===== src/rtl/i2c_tx_pkg.sv =====
package i2c_tx_pkg;

  localparam int BYTE_W = 8;

  typedef enum logic [3:0] {
    ST_IDLE,
    ST_RS0,
    ST_RS1,
    ST_START,
    ST_HOLD,
    ST_BIT,
    ST_STOP0,
    ST_STOP1,
    ST_STOP2
  } txState_e;

  // Strobes from the sequencer to the byte datapath.
  typedef struct packed {
    logic acceptWr;
    logic loadShift;
    logic shiftNext;
    logic sampleAck;
    logic flush;
    logic clearAck;
  } dpCtl_t;

endpackage


===== src/rtl/i2c_tx_datapath.sv =====
module i2c_tx_datapath
  import i2c_tx_pkg::*;
#(
  parameter int DIV_W = 8
) (
  input  logic              clk,
  input  logic              rstN,
  input  logic [DIV_W-1:0]  clkDiv,
  input  logic              dataWr,
  input  logic [BYTE_W-1:0] dataIn,
  input  logic              sdaIn,
  input  dpCtl_t            ctl,
  output logic              tick,
  output logic              txEmpty,
  output logic              txBit,
  output logic              ackRcvd
);

  logic [DIV_W-1:0]  divCnt;
  logic [BYTE_W-1:0] holdReg;
  logic [BYTE_W-1:0] shiftReg;
  logic              emptyQ;
  logic              ackQ;

  // Quarter-phase pacing: one tick every clkDiv+1 cycles.
  assign tick = (divCnt >= clkDiv);

  always_ff @(posedge clk or negedge rstN) begin
    if (!rstN) begin
      divCnt <= '0;
    end else if (tick) begin
      divCnt <= '0;
    end else begin
      divCnt <= divCnt + 1'b1;
    end
  end

  // Holding register and its empty flag; a host write wins over the copy.
  always_ff @(posedge clk or negedge rstN) begin
    if (!rstN) begin
      holdReg <= '0;
      emptyQ  <= 1'b1;
    end else if (ctl.flush) begin
      emptyQ <= 1'b1;
    end else begin
      if (ctl.loadShift) begin
        emptyQ <= 1'b1;
      end
      if (ctl.acceptWr && dataWr) begin
        holdReg <= dataIn;
        emptyQ  <= 1'b0;
      end
    end
  end

  // Shift register, MSB leaves first.
  always_ff @(posedge clk or negedge rstN) begin
    if (!rstN) begin
      shiftReg <= '0;
    end else if (ctl.loadShift) begin
      shiftReg <= holdReg;
    end else if (ctl.shiftNext) begin
      shiftReg <= {shiftReg[BYTE_W-2:0], 1'b0};
    end
  end

  // Acknowledge capture.
  always_ff @(posedge clk or negedge rstN) begin
    if (!rstN) begin
      ackQ <= 1'b0;
    end else if (ctl.clearAck) begin
      ackQ <= 1'b0;
    end else if (ctl.sampleAck) begin
      ackQ <= sdaIn;
    end
  end

  assign txEmpty = emptyQ;
  assign txBit   = shiftReg[BYTE_W-1];
  assign ackRcvd = ackQ;

endmodule


===== src/rtl/i2c_tx_control.sv =====
module i2c_tx_control
  import i2c_tx_pkg::*;
(
  input  logic   clk,
  input  logic   rstN,
  input  logic   tick,
  input  logic   startReq,
  input  logic   stopReq,
  input  logic   txEmpty,
  input  logic   txBit,
  input  logic   ackRcvd,
  output dpCtl_t ctl,
  output logic   sclPullLow,
  output logic   sdaPullLow,
  output logic   busBusy,
  output logic   txEnd
);

  localparam int CNT_W = $clog2(BYTE_W + 1);
  localparam logic [CNT_W-1:0] ACK_SLOT = CNT_W'(BYTE_W);

  txState_e         state;
  logic [1:0]       quarter;
  logic [CNT_W-1:0] bitCnt;
  logic             sdaLowQ;
  logic             startPend;
  logic             stopPend;
  logic             afterByte;

  logic holdTick;
  logic nackWait;
  logic bitEnd;

  always_comb begin
    holdTick      = (state == ST_HOLD) && tick;
    nackWait      = afterByte && ackRcvd;
    bitEnd        = (state == ST_BIT) && tick && (quarter == 2'd3);
    ctl           = '0;
    ctl.acceptWr  = !(state inside {ST_IDLE, ST_STOP0, ST_STOP1, ST_STOP2});
    ctl.loadShift = holdTick && !stopPend && !startPend && !nackWait && !txEmpty;
    ctl.shiftNext = bitEnd && (bitCnt != ACK_SLOT);
    ctl.sampleAck = bitEnd && (bitCnt == ACK_SLOT);
    ctl.flush     = (state == ST_STOP2) && tick;
    ctl.clearAck  = (state == ST_IDLE) && startReq;
  end

  always_ff @(posedge clk or negedge rstN) begin
    if (!rstN) begin
      state     <= ST_IDLE;
      quarter   <= '0;
      bitCnt    <= '0;
      sdaLowQ   <= 1'b0;
      startPend <= 1'b0;
      stopPend  <= 1'b0;
      afterByte <= 1'b0;
    end else begin
      if (state != ST_IDLE && startReq) startPend <= 1'b1;
      if (state != ST_IDLE && stopReq)  stopPend  <= 1'b1;
      case (state)
        ST_IDLE: begin
          if (startReq) begin
            state     <= ST_RS1;
            sdaLowQ   <= 1'b0;
            afterByte <= 1'b0;
          end
        end
        ST_RS0: begin
          if (tick) state <= ST_RS1;
        end
        ST_RS1: begin
          if (tick) begin
            state   <= ST_START;
            sdaLowQ <= 1'b1;
          end
        end
        ST_START: begin
          if (tick) state <= ST_HOLD;
        end
        ST_HOLD: begin
          if (tick) begin
            if (stopPend) begin
              state     <= ST_STOP0;
              sdaLowQ   <= 1'b1;
              stopPend  <= 1'b0;
              startPend <= 1'b0;
            end else if (startPend) begin
              state     <= ST_RS0;
              sdaLowQ   <= 1'b0;
              startPend <= 1'b0;
              afterByte <= 1'b0;
            end else if (ctl.loadShift) begin
              state     <= ST_BIT;
              quarter   <= '0;
              bitCnt    <= '0;
              afterByte <= 1'b0;
            end
          end
        end
        ST_BIT: begin
          if (tick) begin
            quarter <= quarter + 2'd1;
            if (quarter == 2'd0) begin
              sdaLowQ <= (bitCnt == ACK_SLOT) ? 1'b0 : !txBit;
            end
            if (quarter == 2'd3) begin
              if (bitCnt == ACK_SLOT) begin
                state     <= ST_HOLD;
                afterByte <= 1'b1;
              end else begin
                bitCnt <= bitCnt + 1'b1;
              end
            end
          end
        end
        ST_STOP0: begin
          if (tick) state <= ST_STOP1;
        end
        ST_STOP1: begin
          if (tick) begin
            state   <= ST_STOP2;
            sdaLowQ <= 1'b0;
          end
        end
        ST_STOP2: begin
          if (tick) begin
            state     <= ST_IDLE;
            startPend <= 1'b0;
            stopPend  <= 1'b0;
          end
        end
        default: state <= ST_IDLE;
      endcase
    end
  end

  assign sclPullLow = (state inside {ST_HOLD, ST_RS0, ST_STOP0}) ||
                      ((state == ST_BIT) && !quarter[1]);
  assign sdaPullLow = sdaLowQ;
  assign busBusy    = (state != ST_IDLE);
  assign txEnd      = (state == ST_HOLD) && afterByte && txEmpty;

endmodule


===== src/rtl/i2c_master_tx.sv =====
module i2c_master_tx
  import i2c_tx_pkg::*;
#(
  parameter int DIV_W = 8
) (
  input  logic              clk,
  input  logic              rstN,
  input  logic [DIV_W-1:0]  clkDiv,
  input  logic              startReq,
  input  logic              stopReq,
  input  logic              dataWr,
  input  logic [BYTE_W-1:0] dataIn,
  input  logic              sdaIn,
  output logic              sclPullLow,
  output logic              sdaPullLow,
  output logic              txEmpty,
  output logic              txEnd,
  output logic              busBusy,
  output logic              isMaster,
  output logic              isTransmit,
  output logic              ackRcvd
);

  dpCtl_t ctl;
  logic   tick;
  logic   txBit;

  i2c_tx_datapath #(.DIV_W(DIV_W)) u_datapath (
    .clk     (clk),
    .rstN    (rstN),
    .clkDiv  (clkDiv),
    .dataWr  (dataWr),
    .dataIn  (dataIn),
    .sdaIn   (sdaIn),
    .ctl     (ctl),
    .tick    (tick),
    .txEmpty (txEmpty),
    .txBit   (txBit),
    .ackRcvd (ackRcvd)
  );

  i2c_tx_control u_control (
    .clk        (clk),
    .rstN       (rstN),
    .tick       (tick),
    .startReq   (startReq),
    .stopReq    (stopReq),
    .txEmpty    (txEmpty),
    .txBit      (txBit),
    .ackRcvd    (ackRcvd),
    .ctl        (ctl),
    .sclPullLow (sclPullLow),
    .sdaPullLow (sdaPullLow),
    .busBusy    (busBusy),
    .txEnd      (txEnd)
  );

  // In this transmit-only master the ownership flags follow bus ownership.
  assign isMaster   = busBusy;
  assign isTransmit = busBusy;

endmodule


===== config.mk =====
export PLATFORM = sky130hd
export DESIGN_NAME = i2c_master_tx
export DESIGN_NICKNAME = d
export VERILOG_FILES = /design/src/rtl/i2c_tx_pkg.sv /design/src/rtl/i2c_tx_datapath.sv /design/src/rtl/i2c_tx_control.sv /design/src/rtl/i2c_master_tx.sv
export SDC_FILE = /design/constraint.sdc
export NUM_CORES = 1
export LEC_CHECK = 0
export ABC_AREA = 1
export BUFFER_PORTS_ARGS = -buffer_cell sky130_fd_sc_hd__buf_2
export CORE_AREA = 2 2 69 71
export CTS_CLUSTER_SIZE = 20
export DETAILED_ROUTE_END_ITERATION = 16
export DIE_AREA = 0 0 71 73
export PLACE_DENSITY = 0.79
export SYNTH_ARGS = -nofsm -noshare
export SYNTH_HDL_FRONTEND = slang
export SYNTH_SLANG_ARGS = --single-unit

===== constraint.sdc =====
create_clock -name clk -period 2.04 [get_ports clk]
set_input_delay 0.204 -clock clk [delete_from_list [all_inputs] [get_ports clk]]
set_output_delay 0.204 -clock clk [all_outputs]
set_load 0.005 [all_outputs]

==> summary.md <==
| Metric | Value |
|---|---|
| Antenna cell count | 0 |
| Reg2reg setup slack | between 0.09 and 0.1 ns |
| Starting Density | 55.0% |
| TNS Setup | 0 ns |
| First-pass GRT wire length | 9030 um |
| Fmax | about 510 MHz |
| Cells after Synth | 342 |
| Largest net degree at the start of global routing | 16 |
| Hold Path Origin | dataIn[2] |
| Hold Vio Cnt, Final | 0 |
| Worst reg2reg startpoint | u_datapath.divCnt[7]$_DFF_PN0_ |
| Syn Area/Cell | approximately 7.3 um2 |
| Top Family by Delay on Critical Path | simple AND/OR/NAND/NOR gates |
| H-Tree Depth | 2 |
| Detail Placement HPWL | between 3000 and 4000 um |
| Die area | between 5000 and 6000 um2 |
| Area grow syn2layout | 16.5% |
| WL/cell | 12.1 um |
| DRC | 0 |
| RR Endpoint | u_control.afterByte$_DFFE_PN0P_ |
| Critical Path RT | approximately 2.3 ns |
| CTS Buffer Depth | 2 |
| GRT Max-Usage Layer | met2 |
| Switching Share | 42.6% |
| Number of vias per cell | around 5.1 |
| Status | finished, final reports clean |
| Arrival @ worst endpoint | between 2 and 2.5 ns |
| Top-area cell type share of the netlist area | between 30 and 40% |
| Final Setup Violations | 0 |
| Clock power frac | 17.0% |
| CTS tree | yes |
| Clock sink count | 40 |
| Core Area | approximately 4500 um2 |
| Net count after synthesis | ~380 |
| Rel. slew slack | between 70% and 80% |
| Combinational share of power | a little under half |
| Worst-path cell chain | ha_1 -> a21o_1 -> nor2_2 -> nand3_4 -> buf_4 -> inv_2 -> nand2_1 -> nand3b_1 -> nand2_1 -> nand2_1 |
| Fin nets | 424 |
| Mapped Area | roughly 2500 um2 |
| GPL Wtd Cong | roughly 0.92 |
| Buffers and inverters on the worst path | 2 |
| CTS root buffer | clkbuf_8 |
| Drt total wl | 5380 um |
| Int Power | between 1.5 and 2 mW |
| Crit end category | register |
| Hold/Removal Path Class | in2reg |
| Met3 Resource Use GR | roughly 3% |
| Drt initial violations | 190 |
| Layout cell share with drive strength beyond 1 | just over 20% |
| Final worst clock skew | roughly 0.008 ns |
| Final min period | roughly 1.9 ns |
| Worst-Margin Slew | between 0.3 and 0.4 ns |
| Fin. max-slew vios | 0 |
| Worst skew pair latency | just under 0.3 ns |
| GRT Total Usage | between 20% and 30% |
| Met2 usage | a little over a third |
| Crit Path Class | reg2reg |
| Sequential group share of total power | a little over a third |
| FF-to-FF path depth | 10 |
| PD cells | ~1100 nW/um2 |
| Vias | roughly 2300 |
| Num CTS Buffers | 5 |
| Seq cells post-synth | 40 |
| Port bufs | 29 |
| Post-DRT Antenna Nets | 0 |
| Most used cell, CP | nand2_1 |
| Kind of start point of the critical path | register |
| Vias in the first global route | 2058 |
| Max_cap viols | 0 |
| CP max-delay cell | dfrtp_1 |
| RSZ-0062 raised after global routing | true |
| Post-synthesis cell type count | 33 |
| Area leader, netlist | dfrtp_1 |
| GRT overflow | 0 |
| # rows | 25 |
| Critical Path Fanout Max | 7 |
| Hold Path Cell Cnt | 3 |
| Die height | about 73 um |
| Post-layout util | 64.1% |
| Met1 GRT Util | between 20 and 30% |
| Clock-pin slew on the worst setup and hold paths | about 0.08 ns |
| Worst Hold End | u_datapath.holdReg[2]$_DFFE_PN0P_ |
| Post-synthesis sequential area ratio | 40.2% |
| Worst Setup SP | u_datapath.divCnt[7]$_DFF_PN0_ |
| Antenna violations before repair | 0 |
| Slowest stage delay, CP | about 0.40 ns |
| Switch Pwr | 1.38 mW |
| Die W | a little over 70 um |
| Fin crit share | 95.4% |
| DR pass1 iterations | 4 |
| Leakage | 1.68 nW |
| Yosys warnings | 0 |
| Peak VDD IR | 526 uV |
| Top-level I/O count | 30 |
| Ranking of synthesized cells by area | dfrtp_1 (39%), nand2_1 (19%), ha_1 (6.5%) |
==> worst max-delay path by stage <==
stage                                         end  slack [ns]  depth (start not counted)
2_1_floorplan  u_datapath.shiftReg[1]$_DFFE_PN0P_        0.26                         11
6_report          u_control.afterByte$_DFFE_PN0P_        0.09                         10
3_3_place_gp      u_control.afterByte$_DFFE_PN0P_        0.14                         10
4_1_cts        u_datapath.shiftReg[1]$_DFFE_PN0P_        0.05                         10
5_1_grt           u_control.bitCnt[0]$_DFFE_PN0P_       -0.07                          9
3_5_place_dp   u_datapath.shiftReg[1]$_DFFE_PN0P_        0.07                         10
==> per-stage QoR <==
stage / hold slack [ns] / total power, mW / instance area (um2) / std cells / setup slack (ns)
after floorplan: -0.0916 / 2.25 / 2500 / 342 / 0.260
after global placement: 0.114 / 2.59 / 2730 / 428 / 0.143
after detailed placement: 0.114 / 2.62 / 2730 / 428 / 0.0729
after CTS: 0.116 / 3.17 / 2830 / 437 / 0.0545
after global routing: 0.121 / 3.54 / 2910 / 444 / -0.0708
final: 0.115 / 3.24 / 2910 / 444 / 0.0940
==> cell families (layout without fill, tap and decap cells) <==
family	Yosys count	count (layout)	synth area share [%]
AOI/OAI and AO/OA	24	24	5.36
buffers and inverters	49	95	8.37
DFF	40	40	40.2
xor gates and xnor gates	3	3	1.05
and+or+nand+nor	213	215	38.5
adders and majority gates	13	13	6.52
==> metal layers <==
layer | vias to the layer above | wire [um] | share of wire (%)
met2 | 42 | 2670 | 50
met4 | 0 | 85 | 1.6
li1 | 1164 | - | -
met3 | 11 | 177 | 3.3
met1 | 1063 | 2450 | 45
met5 | - | 0 | 0
==> worst min-delay path: cells and delay by family <==
kind | cells | cell delay (ns)
AND/OR/NAND/NOR | 2 | 0.09
buffers and inverters | 1 | 0.07
==> power by group through the flow <==
stage / Sequential, mW / Combinational, mW / Clock [mW]
after global routing: 1.21 / 1.74 / 0.591
after CTS: 1.17 / 1.44 / 0.560
after global placement: 1.18 / 1.41 / 0
after detailed placement: 1.19 / 1.43 / 0
final: 1.18 / 1.51 / 0.552
after floorplan: 1.14 / 1.10 / 0
==> synth_stat cells, drive strengths merged <==
master	instances
xnor2	1
and3	2
dfrtp	39
nand2	135
nor3	6
o211ai	1
xor2	2
buf	5
nor2	41
ha	13
o21ai	14
dfstp	1
o22ai	1
clkinv	1
a21o	1
o311ai	1
nand3	25
nor4	1
o2111ai	1
a21oi	5
inv	43
nand3b	1
nand4	2
==> placed cells by master (no fill, tap or decap), drive strengths merged <==
cell type | synthesis | layout
a21o | 1 | 1
o211ai | 1 | 1
buf | 5 | 42
nand4 | 2 | 2
o2111ai | 1 | 1
a21oi | 5 | 5
nor3 | 6 | 6
ha | 13 | 13
xor2 | 2 | 2
dlygate4sd3 | 0 | 1
nand2 | 135 | 136
inv | 43 | 44
clkinvlp | 0 | 1
o22ai | 1 | 1
o311ai | 1 | 1
xnor2 | 1 | 1
clkbuf | 0 | 7
o21ai | 14 | 14
nor4 | 1 | 1
dfrtp | 39 | 39
and3 | 2 | 2
dfstp | 1 | 1
nand3 | 25 | 26
nor2 | 41 | 41
nand3b | 1 | 1
==> cell type report <==
class	instances	area (um2)
clock buffer	7	86.3
fill	400	1630
inverter	44	168
multi-input combinational	255	1320
tap	54	67.6
sequential	40	1000
timing repair buffer	43	253
clock inverter	1	7.51
==> sequential cells by signal, indices dropped and copies added (netlist names), 2 cells and up <==
| register | count |
|---|---|
| u_datapath.shiftReg | 8 |
| u_datapath.divCnt | 8 |
| u_control.quarter | 2 |
| u_control.bitCnt | 4 |
| u_datapath.holdReg | 8 |
| u_control.state | 4 |
==> what timing repair did <==
| item | in CTS | in global routing |
|---|---|---|
| setup endpoints to repair | 0 | 16 |
| endpoints found under the hold margin | 12 | 0 |
| hold buffers | 1 | 0 |
| setup buffers | 0 | 5 |
| gates resized for setup | 0 | 9 |
Power figures use the tool's default switching activity.
